`config.mk`:
```
export PLATFORM = sky130hd
export DESIGN_NAME = fp_access_gate
export DESIGN_NICKNAME = d
export VERILOG_FILES = /design/src/rtl/fpgate_pkg.sv /design/src/rtl/fpgate_regs.sv /design/src/rtl/fpgate_judge.sv /design/src/rtl/fp_access_gate.sv
export SDC_FILE = /design/constraint.sdc
export NUM_CORES = 1
export LEC_CHECK = 0
export BUFFER_PORTS_ARGS = -buffer_cell sky130_fd_sc_hd__buf_2
export CORE_ASPECT_RATIO = 1.2
export CORE_UTILIZATION = 29
export DETAILED_ROUTE_END_ITERATION = 16
export GPL_ROUTABILITY_DRIVEN = 0
export HOLD_SLACK_MARGIN = 0.15
export PLACE_DENSITY = 0.69
export SYNTH_ARGS = -nofsm -noshare
export SYNTH_HDL_FRONTEND = slang
export SYNTH_HIERARCHICAL = 1
export SYNTH_SLANG_ARGS = --single-unit
export TNS_END_PERCENT = 30
```
`constraint.sdc`:
```
create_clock -name clk -period 1.19 [get_ports clk]
set_input_delay 0.119 -clock clk [delete_from_list [all_inputs] [get_ports clk]]
set_output_delay 0.119 -clock clk [all_outputs]
set_load 0.03 [all_outputs]
```
`src/rtl/fpgate_pkg.sv`:
```
package fpgate_pkg;

    localparam int REG_W       = 32;
    localparam int TIER_LO     = 20;   // primary coprocessor permission tier
    localparam int TIER2_LO    = 22;   // secondary coprocessor permission tier
    localparam int SIMD_OFF_B  = 31;   // SIMD switch-off bit
    localparam int FPX_EN_B    = 30;   // global floating-point enable

    typedef enum logic [1:0] {
        CLS_OTHER  = 2'b00,
        CLS_FP     = 2'b01,
        CLS_SYSREG = 2'b10,
        CLS_SIMD   = 2'b11
    } insn_cls_e;

    typedef struct packed {
        logic [REG_W-1:0] acr;
        logic [REG_W-1:0] fpx;
    } ctrl_regs_t;

    typedef struct packed {
        logic allow;
        logic fault;
    } verdict_t;

endpackage

```
`src/rtl/fpgate_regs.sv`:
```
module fpgate_regs
    import fpgate_pkg::*;
(
    input  logic             clk,
    input  logic             rst_n,
    input  logic             init_req,
    input  logic             wr_en,
    input  logic             wr_sel,
    input  logic [REG_W-1:0] wr_data,
    output logic [REG_W-1:0] acr_q,
    output logic [REG_W-1:0] fpx_q
);

    localparam logic [REG_W-1:0] ACR_WMASK =
        (REG_W'(1) << SIMD_OFF_B) | (REG_W'(3) << TIER2_LO) | (REG_W'(3) << TIER_LO);
    localparam logic [REG_W-1:0] ACR_OPEN  = (REG_W'(3) << TIER2_LO) | (REG_W'(3) << TIER_LO);
    localparam logic [REG_W-1:0] FPX_OPEN  = REG_W'(1) << FPX_EN_B;

    ctrl_regs_t st_d, st_q;

    always_comb begin
        st_d = st_q;
        if (init_req) begin
            st_d.acr = st_q.acr | ACR_OPEN;
            st_d.fpx = st_q.fpx | FPX_OPEN;
        end else if (wr_en) begin
            if (!wr_sel) begin
                st_d.acr = (st_q.acr & ~ACR_WMASK) | (wr_data & ACR_WMASK);
            end else begin
                st_d.fpx = wr_data;
            end
        end
    end

    always_ff @(posedge clk) begin
        if (!rst_n) begin
            st_q <= '0;
        end else begin
            st_q <= st_d;
        end
    end

    assign acr_q = st_q.acr;
    assign fpx_q = st_q.fpx;

endmodule

```
`src/rtl/fpgate_judge.sv`:
```
module fpgate_judge
    import fpgate_pkg::*;
#(
    parameter int                MODE_W    = 5,
    parameter logic [MODE_W-1:0] USER_MODE = 5'b10000
) (
    input  logic [1:0]        tier,
    input  logic              fp_en,
    input  logic              simd_off,
    input  logic [MODE_W-1:0] mode,
    input  insn_cls_e         cls,
    output logic              grant
);

    logic tier_ok;

    always_comb begin
        tier_ok = (tier == 2'b11) || ((tier == 2'b10) && (mode != USER_MODE));
        unique case (cls)
            CLS_FP:     grant = tier_ok && fp_en;
            CLS_SYSREG: grant = tier_ok;
            CLS_SIMD:   grant = tier_ok && fp_en && !simd_off;
            default:    grant = 1'b0;
        endcase
    end

endmodule

```
`src/rtl/fp_access_gate.sv`:
```
module fp_access_gate
    import fpgate_pkg::*;
#(
    parameter int                MODE_W    = 5,
    parameter logic [MODE_W-1:0] USER_MODE = 5'b10000
) (
    input  logic              clk,
    input  logic              rst_n,
    input  logic              init_req,
    input  logic              wr_en,
    input  logic              wr_sel,
    input  logic [31:0]       wr_data,
    input  logic [MODE_W-1:0] cpu_mode,
    input  logic              insn_valid,
    input  logic [1:0]        insn_class,
    output logic              allow,
    output logic              undef_fault,
    output logic              undef_is_disabled,
    output logic [31:0]       acr_rd,
    output logic [31:0]       fpx_rd
);

    logic [REG_W-1:0] acr_q, fpx_q;
    logic             grant;
    insn_cls_e        cls;
    verdict_t         vd_d, vd_q;

    assign cls = insn_cls_e'(insn_class);

    fpgate_regs u_regs (
        .clk      (clk),
        .rst_n    (rst_n),
        .init_req (init_req),
        .wr_en    (wr_en),
        .wr_sel   (wr_sel),
        .wr_data  (wr_data),
        .acr_q    (acr_q),
        .fpx_q    (fpx_q)
    );

    fpgate_judge #(.MODE_W(MODE_W), .USER_MODE(USER_MODE)) u_judge (
        .tier     (acr_q[TIER_LO +: 2]),
        .fp_en    (fpx_q[FPX_EN_B]),
        .simd_off (acr_q[SIMD_OFF_B]),
        .mode     (cpu_mode),
        .cls      (cls),
        .grant    (grant)
    );

    always_comb begin
        vd_d       = '0;
        if (insn_valid && (cls != CLS_OTHER)) begin
            vd_d.allow = grant;
            vd_d.fault = !grant;
        end
    end

    always_ff @(posedge clk) begin
        if (!rst_n) begin
            vd_q <= '0;
        end else begin
            vd_q <= vd_d;
        end
    end

    assign allow             = vd_q.allow;
    assign undef_fault       = vd_q.fault;
    assign undef_is_disabled = vd_q.fault;
    assign acr_rd            = acr_q;
    assign fpx_rd            = fpx_q;

endmodule

```
==> results of run 1 <==
[worst max path at each step]
stage,to
after floorplan,allow
after global placement,allow
after detailed placement,allow
after CTS,acr_rd[31]
after global routing,allow
final,allow
[registers in the layout, indices dropped and copies added, names as in the netlist]
| signal | flops |
|---|---|
| u_regs/acr_q | 5 |
| u_regs/fpx_q | 32 |
| allow | 1 |
| undef_fault | 1 |
[per-layer routing]
layer	GRT usage (%)	vias up	wire [um]
met5	0	-	0
met3	4.28	2	236
met2	22.6	64	2220
met1	11.5	748	1630
li1	-	830	-
met4	4.97	0	21
[per-stage QoR]
stage	setup TNS [ps]	power (mW)	cell area (um2)	hold slack [ps]	setup WS, ps
after floorplan	0	1.88	1950	248	107
after global placement	-10.1	1.96	2220	367	-10.1
after detailed placement	-28.2	1.96	2220	375	-28.2
after CTS	0	2.92	2650	178	166
after global routing	0	3.04	2650	201	91.8
final	0	2.87	2650	198	162
[worst max-delay path, stage by stage]
cell and delay, ps:
dlygate4sd3_1 550, buf_2 140, nand2b_1 130, a21oi_1 170, inv_1 50, nor2_1 90
[area by class of cell]
type | instances | area (um2) | area share (%)
timing repair buffer | 122 | 831 | 31.4
multi-input combinational | 145 | 851 | 32.1
clock inverter | 1 | 5.00 | 0.189
sequential | 39 | 781 | 29.5
clock buffer | 7 | 76.3 | 2.88
tap | 82 | 103 | 3.87
inverter | 1 | 3.75 | 0.142
[kinds of logic (layout without fill, tap and decap cells)]
logic type	count (synthesis)	after routing	share of synthesized area, %
flops	39	39	42.2
compound gates	9	9	5.00
other cells	1	27	0.203
simple gates	77	77	18.2
buf+inv	42	131	17.1
mux	32	32	17.3
[power groups by stage]
stage	Sequential, mW	Combinational (mW)	Clock, mW
6_report	1.39	0.633	0.845
5_1_grt	1.40	0.688	0.953
4_1_cts	1.39	0.632	0.899
3_5_place_dp	1.42	0.545	0
3_3_place_gp	1.42	0.540	0
2_1_floorplan	1.53	0.352	0
[cells in the mapped netlist, drive strengths merged, types with 2 or more instances]
library cell and number:
nand2 65, clkbuf 4, nor2 2, mux2i 32, o311a 5, or4b 5
buf 37, dfxtp 39
[what timing repair did]
action	in CTS	in global routing
hold buffers	35	0
endpoints found under the setup margin	0	0
endpoints found under the hold margin	35	0
==> flow_summary_export.csv, run 1 <==
group,metric,value,unit
synth,ys_seq_area_share,42.2,%
place,dp_hpwl,2560,um
critical_path,cp-start-kind,"input pin",
clock_tree,h-tree-depth,2,
place,dp.cells,354,
floorplan,core_area,0.00609,mm2
layout,mostFrequentLayoutCell,"buf_2",
sta,final_max_slew_viol_count,0,
layout,syn2layout_area_growth,43.2,%
floorplan,die_y,89.5,um
clock_tree,path_clk_slew,80,ps
power,pwr-share-comb,22.1,%
sta,fin_crit,1030,ps
critical_path,r2r_slack,340,ps
power,pwr-share-clk,29.5,%
clock_tree,cts_num_sinks,39,
clock_tree,post_cts_resized,0,
power,p_switching,0.849,mW
floorplan,io_pins,112,
sta,fmax,972,MHz
power,ir_worst_vdd,0.454,mV
flow_run,drv_cap,0,
synth,ys_types,23,
status,status,"complete, no violations",
synth,ys_async_sr_fraction,0,%
synth,avgSynthCellArea,9.25,um2
grt,grt_first_pass_wirelength,6000,um
route,vias,1644,
synth,synth.top_cell.area_share,42.2,%
power,p_int,2.02,mW
route,drt-total-wl,4110,um
route,wl_per_cell,10.4,um
critical_path,required,1420,ps
critical_path,critical_path.max_fanout,3,
clock_tree,cts_tree,"built",
synth,synth_seq_cells,39,
grt,antenna_found_initial,0,
critical_path,crit_start,"insn_class[0]",
synth,synth_ff_type,"dfxtp_1",
critical_path,r2r_end,"allow",
critical_path,crit_arrival,1250,ps
clock_tree,cts_setup_buffers,0,
layout,final_util,43.5,%
clock_tree,clk_latency,280,ps
synth,netlist_area,0.00185,mm2
worst_hold_path,hold_start,"wr_data[20]",
synth,ys_top_cells_by_area,"dfxtp_1 (42%), mux2i_1 (17%), nand2_1 (13%), buf_4 (11%), or4b_1 (2.7%)",
worst_hold_path,hold_depth,3,
grt,grt_pass1_vias,1450,
route,ant_nets,0,
place,port_buffers,84,
power,seq_power_share,48.4,%
synth,ys_warn_count,6,
grt,grtUsageTotal,11.9,%
layout,diodes,0,
synth,synth-edff-count,0,
critical_path,end_kind,"flip-flop",
power,leakagePower,1.26,nW
power,power_density,1080,mW/mm2
route,viasPerCell,4.14,
clock_tree,cts.path.max_buffers,2,
critical_path,r2r_cells,5,
grt,grt_overflow,0,
clock_tree,cts_made_buffers,5,
route,drc,0,
floorplan,rows,31,
clock_tree,clockRootBuffer,"clkbuf_8",
floorplan,die_area,0.00671,mm2
route,drtIter0Drc,33,
sta,skew,1.90,ps
floorplan,start_util,30.4,%
floorplan,die_w,74.9,um
worst_hold_path,holdCritPathClass,"in2reg",
grt,grt_max_degree,70,
layout,final_cell_mix,"buf_2 (84), nand2_1 (65), dfxtp_1 (39), dlygate4sd3_1 (35), mux2i_1 (32)",
layout,layout-drive-gt1-share,31.4,%
critical_path,critPathKind,"in2reg",
layout,final_cells,397,
sta,fin_crit_sh,86.4,%
worst_hold_path,hold_end,"u_regs/acr_q[20]",
sta,rsz0062_at_grt,"false",
sta,setup_violations,0,
layout,layout.nets,359,
synth,syn_inst,200,
layout,fill_cells,594,
synth,yosysTopAreaCell,"dfxtp_1",
power,power.share.switching,29.6,%
sta,hold_viol,0,
critical_path,r2r-start,"u_regs/acr_q[31]",
route,dr.pass1.iters,4,
No activity file was read; power rests on OpenSTA's default activity.
==> inputs of run 2 (changes only) <==
--- a/config.mk
+++ b/config.mk
@@ -6,14 +6,15 @@
 export NUM_CORES = 1
 export LEC_CHECK = 0
 export BUFFER_PORTS_ARGS = -buffer_cell sky130_fd_sc_hd__buf_2
+export CELL_PAD_IN_SITES_DETAIL_PLACEMENT = 1
+export CELL_PAD_IN_SITES_GLOBAL_PLACEMENT = 2
 export CORE_ASPECT_RATIO = 1.2
-export CORE_UTILIZATION = 29
+export CORE_UTILIZATION = 22
 export DETAILED_ROUTE_END_ITERATION = 16
 export GPL_ROUTABILITY_DRIVEN = 0
 export HOLD_SLACK_MARGIN = 0.15
-export PLACE_DENSITY = 0.69
+export PLACE_DENSITY = 0.9
 export SYNTH_ARGS = -nofsm -noshare
 export SYNTH_HDL_FRONTEND = slang
-export SYNTH_HIERARCHICAL = 1
 export SYNTH_SLANG_ARGS = --single-unit
 export TNS_END_PERCENT = 30
==> flow_summary_export.csv, run 2 <==
group,metric,value,unit
status,status,"complete, no violations",
power,seq_power_share,49.5,%
grt,grt_max_degree,32,
grt,grt_first_pass_wirelength,7910,um
sta,setup_slack,159,ps
critical_path,r2r_cells,2,
critical_path,r2r_slack,300,ps
route,wl_per_cell,11.9,um
synth,avgSynthCellArea,8.71,um2
worst_hold_path,holdCritPathClass,"in2reg",
clock_tree,cts_hold_buf,32,
synth,yosysMostFrequentCell,"nand2_1",
sta,fmax,970,MHz
critical_path,cp-start-kind,"flip-flop",
clock_tree,cts_made_buffers,5,
floorplan,rows,35,
sta,fin_crit,1030,ps
layout,syn2layout_area_growth,46.5,%
layout,layout-drive-gt1-share,32.4,%
synth,ys_seq_area_share,45.0,%
route,drc,0,
synth,ys_warn_count,0,
layout,mostFrequentLayoutCell,"buf_2",
critical_path,required,1070,ps
synth,yosysTopAreaCell,"dfxtp_1",
layout,largest_register_ff_count,32,
grt,grt_pass1_vias,1685,
power,power_density,1100,mW/mm2
sta,setup_violations,0,
synth,ys_async_sr_fraction,0,%
critical_path,r2r-start,"u_regs.acr_q[21]",
floorplan,io_pins,112,
sta,setup_tns,0,ps
critical_path,r2r_end,"undef_fault",
power,power.share.switching,29.1,%
layout,layout.nets,358,
sta,final_max_slew_viol_count,0,
route,drt-total-wl,4820,um
critical_path,crit_path_end,"acr_rd[31]",
synth,ys_types,22,
route,viasPerCell,4.06,
clock_tree,h-tree-depth,2,
synth,synth_seq_cells,39,
clock_tree,cts_setup_buffers,0,
place,dp_slack,75.6,ps
synth,synth.top_cell.area_share,45.0,%
route,drtIter0Drc,40,
route,vias,1642,
layout,fill_cells,950,
grt,grt_overflow,0,
synth,ys_top_cells_by_area,"dfxtp_1 (45%), nand2_1 (14%), a21boi_1 (13%), buf_4 (13%), mux2_2 (3.2%)",
clock_tree,clockRootBuffer,"clkbuf_8",
clock_tree,cts_tree,"built",
sta,rsz0062_at_grt,"false",
place,port_buffers,84,
floorplan,start_util,22.6,%
floorplan,core_area,0.00766,mm2
place,dp_hpwl,3300,um
critical_path,crit_arrival,910,ps
synth,netlist_area,0.00173,mm2
power,ir_worst_vdd,0.421,mV
power,p_switching,0.813,mW
grt,antenna_found_initial,0,
layout,final_cells,404,
synth,synth-edff-count,0,
clock_tree,post_cts_resized,0,
route,ant_nets,0,
synth,synth_common_cells,"nand2_1 (64), dfxtp_1 (39), a21boi_1 (30), buf_4 (30), buf_2 (8)",
route,dr.pass1.iters,3,
floorplan,die_area,0.00824,mm2
power,p_int,1.98,mW
power,pwr-share-clk,28.9,%
critical_path,critical_path.max_fanout,2,
synth,synth_ff_type,"dfxtp_1",
critical_path,end_kind,"primary output",
synth,syn_inst,199,
floorplan,die_w,83.1,um
place,dp.cells,366,
layout,final_cell_mix,"buf_2 (84), nand2_1 (64), dfxtp_1 (39), dlygate4sd3_1 (32), a21boi_1 (30)",
clock_tree,clk_latency,280,ps
clock_tree,path_clk_slew,70,ps
sta,fin_crit_sh,86.6,%
clock_tree,cts.path.max_buffers,2,
sta,hold_viol,0,
power,pwr-share-comb,21.6,%
floorplan,die_y,99.3,um
sta,skew,0.776,ps
sta,whs,166,ps
layout,diodes,0,
flow_run,drv_cap,0,
critical_path,critPathKind,"reg2out",
critical_path,crit_start,"u_regs.acr_q[31]",
grt,grtUsageTotal,12.0,%
clock_tree,cts_num_sinks,39,
power,leakagePower,1.19,nW
==> run 2: stage by stage <==
| step | utilization (%) | area, um2 | total power [mW] |
|---|---|---|---|
| floorplan | - | 1830 | 1.84 |
| global placement | 28.0 | 2150 | 1.93 |
| detailed placement | 28.0 | 2150 | 1.94 |
| CTS | 33.2 | 2540 | 2.87 |
| global route | 33.2 | 2540 | 2.98 |
| finish | 33.2 | 2540 | 2.80 |
==> run 2: cell families (layout without fill, tap and decap cells) <==
logic type      after synthesis  in the layout  share of synthesized area [%]
other cells                   1             27                          0.216
compound gates               40             40                           17.4
mux                           6              6                           3.82
flops                        39             39                           45.0
buf+inv                      41            128                           15.9
simple gates                 72             72                           17.6
==> run 2: how the worst min path moves through the flow <==
stage,slack (ps),from,to,cells after the start
floorplan,240,init_req,u_regs.acr_q[20],1
global placement,360,wr_data[5],u_regs.fpx_q[5],3
detailed placement,370,wr_data[8],u_regs.fpx_q[8],3
CTS,160,wr_data[30],u_regs.fpx_q[30],3
global route,160,wr_data[30],u_regs.fpx_q[30],3
finish,170,wr_data[30],u_regs.fpx_q[30],3
==> run 2: worst max-delay path, cell delays in order (launching register included) <==
cell     delay [ps]
dfxtp_1         330
buf_4           120
buf_2           190
==> run 2: power by group through the flow <==
stage          sequential [mW]  combinational (mW)  clock (mW)
3_3_place_gp              1.41               0.518           0
2_1_floorplan             1.51               0.330           0
4_1_cts                   1.38               0.605       0.877
6_report                  1.38               0.604       0.808
3_5_place_dp              1.41               0.524           0
5_1_grt                   1.39               0.651       0.935
==> run 2: final cells by class <==
type | count | area (um2) | share of cell area [%]
timing repair buffer | 122 | 798 | 31.4
clock buffer | 6 | 72.6 | 2.86
tap | 92 | 115 | 4.53
multi-input combinational | 145 | 774 | 30.5
sequential | 39 | 781 | 30.7
==> run 2: routing by layer <==
metal | vias up | global-route usage [%] | routed length (um)
met5 | - | 0 | 0
met4 | 0 | 3.18 | 47
met3 | 5 | 3.90 | 340
met2 | 77 | 21.9 | 2360
met1 | 743 | 13.3 | 2070
li1 | 817 | - | -
==> inputs of run 3 (changes only) <==
--- a/config.mk
+++ b/config.mk
@@ -9,11 +9,11 @@
 export CELL_PAD_IN_SITES_DETAIL_PLACEMENT = 1
 export CELL_PAD_IN_SITES_GLOBAL_PLACEMENT = 2
 export CORE_ASPECT_RATIO = 1.2
-export CORE_UTILIZATION = 22
+export CORE_UTILIZATION = 23
 export DETAILED_ROUTE_END_ITERATION = 16
 export GPL_ROUTABILITY_DRIVEN = 0
 export HOLD_SLACK_MARGIN = 0.15
-export PLACE_DENSITY = 0.9
+export PLACE_DENSITY = 0.93
 export SYNTH_ARGS = -nofsm -noshare
 export SYNTH_HDL_FRONTEND = slang
 export SYNTH_SLANG_ARGS = --single-unit
==> constraint.sdc (replaced) <==
create_clock -name clk -period 1.3 [get_ports clk]
set_input_delay 0.13 -clock clk [delete_from_list [all_inputs] [get_ports clk]]
set_output_delay 0.13 -clock clk [all_outputs]
set_load 0.03 [all_outputs]
==> flow_summary_export.csv, run 3 (synthesized netlist as in run 2, its figures left out) <==
group,metric,value,unit
status,status,"complete, no violations",
clock_tree,clk_latency,280,ps
worst_hold_path,hold_end,"u_regs.acr_q[21]",
power,power_density,1020,mW/mm2
worst_hold_path,holdCritPathClass,"in2reg",
route,wl_met2,2380,um
floorplan,io_pins,112,
clock_tree,cts_hold_buf,31,
floorplan,start_util,23.8,%
route,drtIter0Drc,20,
sta,skew,0.623,ps
sta,hold_viol,0,
power,ir_worst_vdd,0.436,mV
clock_tree,h-tree-depth,2,
route,drt-total-wl,4830,um
clock_tree,cts_setup_buffers,0,
layout,final_cell_mix,"buf_2 (84), nand2_1 (64), dfxtp_1 (39), dlygate4sd3_1 (31), a21boi_1 (30)",
sta,fin_crit,1050,ps
floorplan,core_area,0.00727,mm2
sta,setup_slack,248,ps
sta,fmax,950,MHz
sta,setup_violations,0,
grt,grt_max_degree,32,
critical_path,required,1470,ps
layout,layout.nets,355,
place,port_buffers,84,
worst_hold_path,hold_start,"init_req",
layout,layout-drive-gt1-share,32.2,%
route,top_layer,"met4",
route,vias,1650,
critical_path,critical_path.max_fanout,2,
sta,setup_tns,0,ps
clock_tree,cts_num_sinks,39,
layout,largest_register_ff_count,32,
worst_hold_path,hold_depth,2,
critical_path,cp-start-kind,"input pin",
grt,grt_overflow,0,
sta,fin_crit_sh,80.9,%
critical_path,r2r_cells,3,
grt,antenna_found_initial,0,
floorplan,die_area,0.00789,mm2
layout,syn2layout_area_growth,46.2,%
critical_path,critPathKind,"in2reg",
clock_tree,clockRootBuffer,"clkbuf_8",
clock_tree,post_cts_resized,0,
grt,grt_first_pass_wirelength,7600,um
sta,whs,169,ps
critical_path,r2r-start,"u_regs.acr_q[31]",
route,wl_met3,327,um
grt,grtUsageTotal,12.5,%
clock_tree,path_clk_slew,70,ps
place,dp_hpwl,3260,um
route,dr.pass1.iters,4,
route,ant_nets,0,
floorplan,die_w,81.3,um
power,leakagePower,1.19,nW
route,wl_per_cell,12.0,um
critical_path,crit_arrival,1230,ps
clock_tree,cts_tree,"built",
route,viasPerCell,4.11,
clock_tree,cts_made_buffers,5,
sta,rsz0062_at_grt,"false",
sta,final_max_slew_viol_count,0,
critical_path,end_kind,"flip-flop",
floorplan,rows,34,
grt,grt_pass1_vias,1634,
route,drc,0,
critical_path,r2r_end,"undef_fault",
layout,fill_cells,891,
critical_path,r2r_slack,410,ps
layout,mostFrequentLayoutCell,"buf_2",
floorplan,die_y,97.1,um
place,dp_slack,170,ps
route,wl_met1,2070,um
layout,diodes,0,
clock_tree,cts.path.max_buffers,2,
flow_run,drv_cap,0,
-- run 3: worst max-delay path by stage --
stage,from,endpoint,slack (ps),cells after the start
2_1_floorplan,u_regs.acr_q[21],undef_fault,240,2
3_3_place_gp,cpu_mode[0],undef_fault,180,4
3_5_place_dp,cpu_mode[0],undef_fault,170,4
4_1_cts,u_regs.acr_q[31],acr_rd[31],240,1
5_1_grt,u_regs.acr_q[31],acr_rd[31],220,1
6_report,wr_data[23],u_regs.acr_q[23],250,4
-- run 3: power by group --
part | leakage, nW | internal [mW] | total (mW) | switching (mW)
Sequential | 0.318 | 1.24 | 1.27 | 0.0251
Combinational | 0.831 | 0.214 | 0.551 | 0.337
Clock | 0.0422 | 0.376 | 0.770 | 0.393
Total | 1.19 | 1.83 | 2.59 | 0.756
-- run 3: area by class of cell --
cell class                      instances  area (um2)  area share, %
Clock buffer                            7        76.3           3.01
Clock inverter                          1        5.00          0.197
Sequential cell                        39         781           30.8
Multi-Input combinational cell        145         774           30.6
Tap cell                               90         113           4.44
Timing Repair Buffer                  119         786           31.0
-- run 3: critical path, stage by stage --
cell           delay, ps
dlygate4sd3_1        550
buf_2                130
mux2_2               260
o21a_1               170
-- run 3: stage by stage --
step	instances	power (mW)	cell area, um2	util (%)
5_1_grt	401	2.74	2530	34.8
4_1_cts	401	2.65	2530	34.8
2_1_floorplan	225	1.68	1830	-
3_5_place_dp	362	1.77	2140	29.5
3_3_place_gp	362	1.77	2140	29.5
6_report	401	2.59	2530	34.8
-- run 3: per-layer routing --
metal / vias up / global-route usage [%]
li1: 809 / -
met1: 758 / 14.2
met2: 78 / 22.3
met3: 5 / 3.57
met4: 0 / 2.88
met5: - / 0
